$ cat config.mk
export PLATFORM = sky130hd
export DESIGN_NAME = pixclk_stager
export DESIGN_NICKNAME = d
export VERILOG_FILES = /design/src/rtl/pcd_pkg.sv /design/src/rtl/pcd_divider.sv /design/src/rtl/pcd_sequencer.sv /design/src/rtl/pixclk_stager.sv
export SDC_FILE = /design/constraint.sdc
export NUM_CORES = 1
export LEC_CHECK = 0
export ABC_AREA = 1
export BUFFER_PORTS_ARGS = -buffer_cell sky130_fd_sc_hd__buf_2
export CAP_MARGIN = 20
export CORE_UTILIZATION = 59
export DETAILED_ROUTE_END_ITERATION = 8
export GPL_TIMING_DRIVEN = 0
export PLACE_DENSITY = 0.9
export SLEW_MARGIN = 5
export SYNTH_ARGS = -nofsm -noshare
export SYNTH_HDL_FRONTEND = slang
export SYNTH_SLANG_ARGS = --single-unit
$ cat constraint.sdc
create_clock -name clk -period 7.6 [get_ports clk]
set_clock_uncertainty 0.2 [all_clocks]
set_input_delay 1.14 -clock clk [delete_from_list [all_inputs] [get_ports clk]]
set_output_delay 1.14 -clock clk [all_outputs]
set_load 0.02 [all_outputs]
$ cat src/rtl/pcd_pkg.sv
package pcd_pkg;
  localparam int NUM_STAGES  = 3;
  localparam int STG_PIX     = 0;
  localparam int STG_SYNC    = 1;
  localparam int STG_DISP    = 2;
  localparam int CFG_POL_BIT = 0;
  localparam int CFG_DBL_BIT = 1;
  localparam int CFG_DIV_LSB = 2;

  // strobes from stage control to the divider datapath
  typedef struct packed {
    logic runDiv;   // divider counting
    logic gateOut;  // pixel outputs released
  } divCtrl_t;
endpackage

$ cat src/rtl/pcd_divider.sv
module pcd_divider
  import pcd_pkg::*;
#(
  parameter int DIV_W = 8,
  localparam int CFG_W = DIV_W + CFG_DIV_LSB
) (
  input  logic             clk,
  input  logic             rstN,
  input  logic             cfgWrEn,
  input  logic [CFG_W-1:0] cfgWrMask,
  input  logic [CFG_W-1:0] cfgWrData,
  input  divCtrl_t         ctrl,
  output logic [CFG_W-1:0] cfgQ,
  output logic             divTick,
  output logic             pixEn,
  output logic             pixClk
);
  localparam logic [DIV_W-1:0] DIV_MIN = DIV_W'(2);

  logic [CFG_W-1:0] cfgR;
  logic [DIV_W-1:0] divField, divEff, divPrev, half, cntQ;
  logic             dbl, pol, phaseQ, srcTick, reload, lastCnt;
  logic             pixEnQ, pixClkQ;

  always_ff @(posedge clk or negedge rstN) begin
    if (!rstN) cfgR <= '0;
    else if (cfgWrEn) cfgR <= (cfgR & ~cfgWrMask) | (cfgWrData & cfgWrMask);
  end

  always_comb begin
    divField = cfgR[CFG_W-1:CFG_DIV_LSB];
    dbl      = cfgR[CFG_DBL_BIT];
    pol      = cfgR[CFG_POL_BIT];
    divEff   = (divField < DIV_MIN) ? DIV_MIN : divField;
    half     = divEff >> 1;
    reload   = (divEff != divPrev);
    srcTick  = dbl | phaseQ;
    lastCnt  = (cntQ == divEff - DIV_W'(1));
    divTick  = ctrl.runDiv && !reload && srcTick && lastCnt;
  end

  always_ff @(posedge clk or negedge rstN) begin
    if (!rstN) begin
      divPrev <= DIV_MIN;
      cntQ    <= '0;
      phaseQ  <= 1'b0;
      pixEnQ  <= 1'b0;
      pixClkQ <= 1'b0;
    end else begin
      divPrev <= divEff;
      if (!ctrl.runDiv || reload) begin
        cntQ   <= '0;
        phaseQ <= 1'b0;
      end else begin
        phaseQ <= ~phaseQ;
        if (srcTick) cntQ <= lastCnt ? '0 : cntQ + DIV_W'(1);
      end
      pixEnQ  <= divTick && ctrl.gateOut;
      pixClkQ <= ctrl.gateOut ? ((cntQ < half) ^ pol) : pol;
    end
  end

  assign cfgQ   = cfgR;
  assign pixEn  = pixEnQ;
  assign pixClk = pixClkQ;

  AST_PULSE_SPACING: assert property (@(posedge clk) disable iff (!rstN)
    pixEn |=> !pixEn) else $error("pulse spacing");
  AST_DIV_MIN: assert property (@(posedge clk) disable iff (!rstN)
    divTick |-> (cntQ != '0)) else $error("runt divide");
  AST_GATED_PULSE: assert property (@(posedge clk) disable iff (!rstN)
    pixEn |-> $past(ctrl.gateOut)) else $error("ungated pulse");
endmodule

$ cat src/rtl/pcd_sequencer.sv
module pcd_sequencer
  import pcd_pkg::*;
#(
  parameter int LAT_PIX  = 2,
  parameter int LAT_SYNC = 3,
  parameter int LAT_DISP = 8
) (
  input  logic                  clk,
  input  logic                  rstN,
  input  logic [NUM_STAGES-1:0] enSet,
  input  logic [NUM_STAGES-1:0] enClr,
  input  logic                  divTick,
  output divCtrl_t              ctrl,
  output logic [NUM_STAGES-1:0] status
);
  localparam int LAT_A   = (LAT_PIX > LAT_SYNC) ? LAT_PIX : LAT_SYNC;
  localparam int LAT_MAX = (LAT_A > LAT_DISP) ? LAT_A : LAT_DISP;
  localparam int LAT_W   = $clog2(LAT_MAX + 1);

  function automatic logic [LAT_W-1:0] latOf(input int idx);
    case (idx)
      STG_PIX:  return LAT_W'(LAT_PIX);
      STG_SYNC: return LAT_W'(LAT_SYNC);
      default:  return LAT_W'(LAT_DISP);
    endcase
  endfunction

  logic [NUM_STAGES-1:0] reqQ, statQ, killIn, gateOk;
  logic [LAT_W-1:0]      waitQ [NUM_STAGES];

  for (genvar g = 0; g < NUM_STAGES; g++) begin : gStage
    if (g == 0) begin : gBase
      assign killIn[g] = 1'b0;
      assign gateOk[g] = 1'b1;
    end else begin : gUpper
      assign killIn[g] = |enClr[g-1:0];
      assign gateOk[g] = reqQ[g-1] & statQ[g-1];

      AST_STAGE_ORDER: assert property (@(posedge clk) disable iff (!rstN)
        statQ[g] |-> statQ[g-1]) else $error("stage order");
      AST_RISE_ON_TICK: assert property (@(posedge clk) disable iff (!rstN)
        $rose(statQ[g]) |-> $past(divTick)) else $error("early status");
      AST_KILL_HIGHER: assert property (@(posedge clk) disable iff (!rstN)
        enClr[g-1] |=> !statQ[g]) else $error("higher stage kept");
    end

    AST_CLEAR_WINS: assert property (@(posedge clk) disable iff (!rstN)
      (enSet[g] && enClr[g]) |=> !reqQ[g]) else $error("set beat clear");
  end

  always_ff @(posedge clk or negedge rstN) begin
    if (!rstN) begin
      reqQ  <= '0;
      statQ <= '0;
      for (int i = 0; i < NUM_STAGES; i++) waitQ[i] <= '0;
    end else begin
      for (int i = 0; i < NUM_STAGES; i++) begin
        if (killIn[i]) begin
          reqQ[i]  <= 1'b0;
          statQ[i] <= 1'b0;
          waitQ[i] <= '0;
        end else if (enClr[i]) begin
          if (reqQ[i]) begin
            reqQ[i]  <= 1'b0;
            waitQ[i] <= latOf(i);
          end
        end else if (enSet[i] && gateOk[i] && !reqQ[i]) begin
          reqQ[i]  <= 1'b1;
          waitQ[i] <= latOf(i);
        end else if ((reqQ[i] != statQ[i]) && divTick) begin
          if (waitQ[i] <= LAT_W'(1)) begin
            statQ[i] <= reqQ[i];
            waitQ[i] <= '0;
          end else begin
            waitQ[i] <= waitQ[i] - LAT_W'(1);
          end
        end
      end
    end
  end

  assign ctrl.runDiv  = reqQ[STG_PIX] | statQ[STG_PIX];
  assign ctrl.gateOut = statQ[STG_PIX];
  assign status       = statQ;

  AST_PIX_FALL_ON_TICK: assert property (@(posedge clk) disable iff (!rstN)
    $fell(statQ[STG_PIX]) |-> $past(divTick)) else $error("early pixel off");
endmodule

$ cat src/rtl/pixclk_stager.sv
module pixclk_stager
  import pcd_pkg::*;
#(
  parameter int DIV_W    = 8,
  parameter int LAT_PIX  = 2,
  parameter int LAT_SYNC = 3,
  parameter int LAT_DISP = 8
) (
  input  logic                          clk,
  input  logic                          rstN,
  input  logic                          cfgWrEn,
  input  logic [DIV_W+CFG_DIV_LSB-1:0]  cfgWrMask,
  input  logic [DIV_W+CFG_DIV_LSB-1:0]  cfgWrData,
  input  logic [NUM_STAGES-1:0]         enSet,
  input  logic [NUM_STAGES-1:0]         enClr,
  output logic [DIV_W+CFG_DIV_LSB-1:0]  cfgRd,
  output logic [NUM_STAGES-1:0]         status,
  output logic                          pixEn,
  output logic                          pixClk
);
  divCtrl_t divCtrl;
  logic     divTick;

  pcd_sequencer #(
    .LAT_PIX (LAT_PIX),
    .LAT_SYNC(LAT_SYNC),
    .LAT_DISP(LAT_DISP)
  ) uSeq (
    .clk    (clk),
    .rstN   (rstN),
    .enSet  (enSet),
    .enClr  (enClr),
    .divTick(divTick),
    .ctrl   (divCtrl),
    .status (status)
  );

  pcd_divider #(.DIV_W(DIV_W)) uDiv (
    .clk      (clk),
    .rstN     (rstN),
    .cfgWrEn  (cfgWrEn),
    .cfgWrMask(cfgWrMask),
    .cfgWrData(cfgWrData),
    .ctrl     (divCtrl),
    .cfgQ     (cfgRd),
    .divTick  (divTick),
    .pixEn    (pixEn),
    .pixClk   (pixClk)
  );
endmodule

==> results.yml <==
timing:
  fin_ws_ns: 4.72
  final.setup.tns_ns: 0
  holdWs_ns: 0.240
  period_share_pct: 37.9
  post-route-min-period_ns: 2.88
  finalMaxSlewViolations: 0
  fmax_mhz: 347
  worstMarginPinSlew_ns: 0.502
  maxSlewHeadroom_pct: 66.5
  setup_viol: 0
  rsz0062_at_grt: "false"
  finalHoldViolCount: 0
setup_path:
  path_depth: 20
  required_ns: 7.59
  timing.rr.end: "uSeq.waitQ[10]"
  r2r_slack_ns: 4.72
  end_kind: "flip-flop"
  worst-r2r-cell-count: 20
  crit_family: "simple AND/OR/NAND/NOR gates"
  startpoint_type: "flip-flop"
  crit_path_cell_trace: "nor2_2, nand2_1, nor2_1, nor2_2, ha_1, inv_1, nand2_1, nand2_1, nand2_1, nand3_1, nor2_1, nand3_2, nor2_4, nand3_4, nor2_8, nand2_2, nand2_4, nand2_4, nand2_1, nand2_1"
  setup.worst_path.class: "flip-flop to flip-flop"
  cp.arrival_ns: 2.88
  cp.buffers_inverters: 1
  slowest_stage: "dfrtp_1"
  critical_path.most_common_cell: "nand2_1"
  crit_path_max_incr_delay_ns: 0.56
  cp_max_fo: 7
synthesis:
  synth_nets: 422
  ys_top_cells_by_count: "75 x nand2_1, 46 x dfrtp_1, 45 x inv_1"
  yosysTopAreaCellShare_pct: 38.5
  synthCells: 376
  yosysWarnings: 0
  synth-seq-cells: 47
  synth.avg_cell_area_um2: 7.95
  ys.flop_type: "dfrtp_1"
  synth_edf_count: 0
  ys_seq_area_share_pct: 39.4
  synthTopCellsByArea: "dfrtp_1 39%, nand2_1 9.4%, ha_1 7.1%"
  yosysMostFrequentCell: "nand2_1"
  async_flop_share_pct: 100
  yosys.cell_types.count: 33
  synth_top_area_cell: "dfrtp_1"
  syn_area_um2: 2990
drt:
  drt_iter0_drc: 186
  vias: 2569
  drc: 0
  drt-wirelength-per-cell_um: 12.3
  dr.pass1.iters: 4
  routed_wl_um: 6070
  drtAntennaViolNets: 0
  via_per_inst: 5.20
global_route:
  grt.total_usage_pct: 25.6
  antenna_found_initial: 0
  overflow: 0
  grt_pass1_wl_um: 10500
  grt_pass1_vias: 2459
  grt_max_degree: 48
hold_path:
  holdPathStages: 1
  holdCritPathClass: "flip-flop to flip-flop"
  hold_path_end: "uDiv.phaseQ"
  hp-start: "uDiv.phaseQ"
cts:
  cts-root-buf: "clkbuf_8"
  cts_sinks: 47
  cts_setup_buffers: 0
  h-tree-depth: 2
  clk_pin_slew_ns: 0.08
  cts-resized-gates: 0
  cts_tree: "yes"
  clock_path_buffers: 2
  clock_latency_ns: 0.30
  numCtsBuffers: 5
  hold_buffers: 0
floorplan:
  start_util_pct: 62.5
  die_x_um: 73.2
  row_count: 25
  core-area_um2: 4790
  die_height_um: 73.2
  ios: 44
  die_area_um2: 5350
place:
  gp_congestion: 0.858
  place_inst: 485
  detailed_place_hpwl_um: 4730
  post-place-ws_ns: 4.76
  port_buffers: 42
  placed_cell_area_um2: 3280
final_layout:
  fill_cells: 351
  final_cells: 494
  n_antenna_cell: 0
  syn_to_final_growth_pct: 13.2
  fin_util_pct: 70.7
  layout-drive-gt1-share_pct: 19.2
  multi_input_area_um2: 1590
  fin_area_um2: 3380
  nNetsFinal: 472
  regArea_um2: 1180
outcome:
  status: "finished, final reports clean"
power_and_ir_drop:
  p_leak_nw: 1.75
  p_comb_share_pct: 26.9
  switching_share_pct: 34.0
  powerDensity_nw_per_um2: 181
  clock_power_share_pct: 24.1
  intPower_mw: 0.404
  ir_drop_mv: 0.145
  switchingPower_mw: 0.208
  pwr-share-seq_pct: 49.0
  p_total_mw: 0.611
job:
  drv_cap: 0
[layout by cell type, fill, tap and decap left out, drive strengths merged]
cell | netlist | layout
xnor2 | 10 | 10
and3 | 2 | 2
a2111o | 1 | 1
or2 | 2 | 2
nand4 | 6 | 6
a21oi | 17 | 17
ha | 17 | 17
dlygate4sd3 | 1 | 1
dfrtp | 46 | 46
nor3 | 12 | 12
dfstp | 1 | 1
inv | 50 | 50
a211oi | 2 | 2
clkinv | 0 | 1
xor2 | 13 | 13
a31oi | 2 | 2
nor3b | 1 | 1
nand2 | 88 | 88
nor2 | 49 | 49
buf | 0 | 43
clkbuf | 6 | 13
o22ai | 7 | 7
o21ai | 11 | 11
nand3 | 32 | 32
[metal layers]
metal	GRT usage (%)	vias up	routed length (um)
li1	-	1307	-
met1	32.5	1187	2690
met2	43.5	65	3010
met3	3.45	10	260
met4	11.3	0	108
met5	0	-	0
[worst max-delay path by stage]
stage	to
after global routing	uSeq.waitQ[0]
after floorplan	uSeq.waitQ[0]
final	uSeq.waitQ[10]
after global placement	uSeq.waitQ[9]
after CTS	uSeq.waitQ[10]
after detailed placement	uSeq.waitQ[10]
[cell families after synthesis]
family	Yosys count	share of synthesized area (%)
xor gates and xnor gates	23	6.99
adders and majority gates	17	7.12
and+or+nand+nor	192	31.6
DFF	47	39.4
AOI/OAI and AO/OA	40	7.58
buffers and inverters	57	7.37
[final cells by class]
| type | count | area share [%] |
|---|---|---|
| plain buffers | 7 | 0.961 |
| clock buffers | 7 | 2.26 |
| clock inverters | 1 | 0.148 |
| inverters | 50 | 5.55 |
| multi-input cells | 272 | 47.0 |
| flip-flops and latches | 47 | 34.8 |
| well taps | 67 | 2.48 |
| repair buffers | 43 | 6.80 |
[power groups by stage]
stage | Combinational, mW | Sequential [mW] | Clock [mW]
floorplan | 0.111 | 0.308 | 0
global placement | 0.156 | 0.302 | 0
detailed placement | 0.162 | 0.304 | 0
CTS | 0.163 | 0.299 | 0.150
global route | 0.186 | 0.303 | 0.159
finish | 0.164 | 0.300 | 0.147
(Power assumes the default switching activity.)
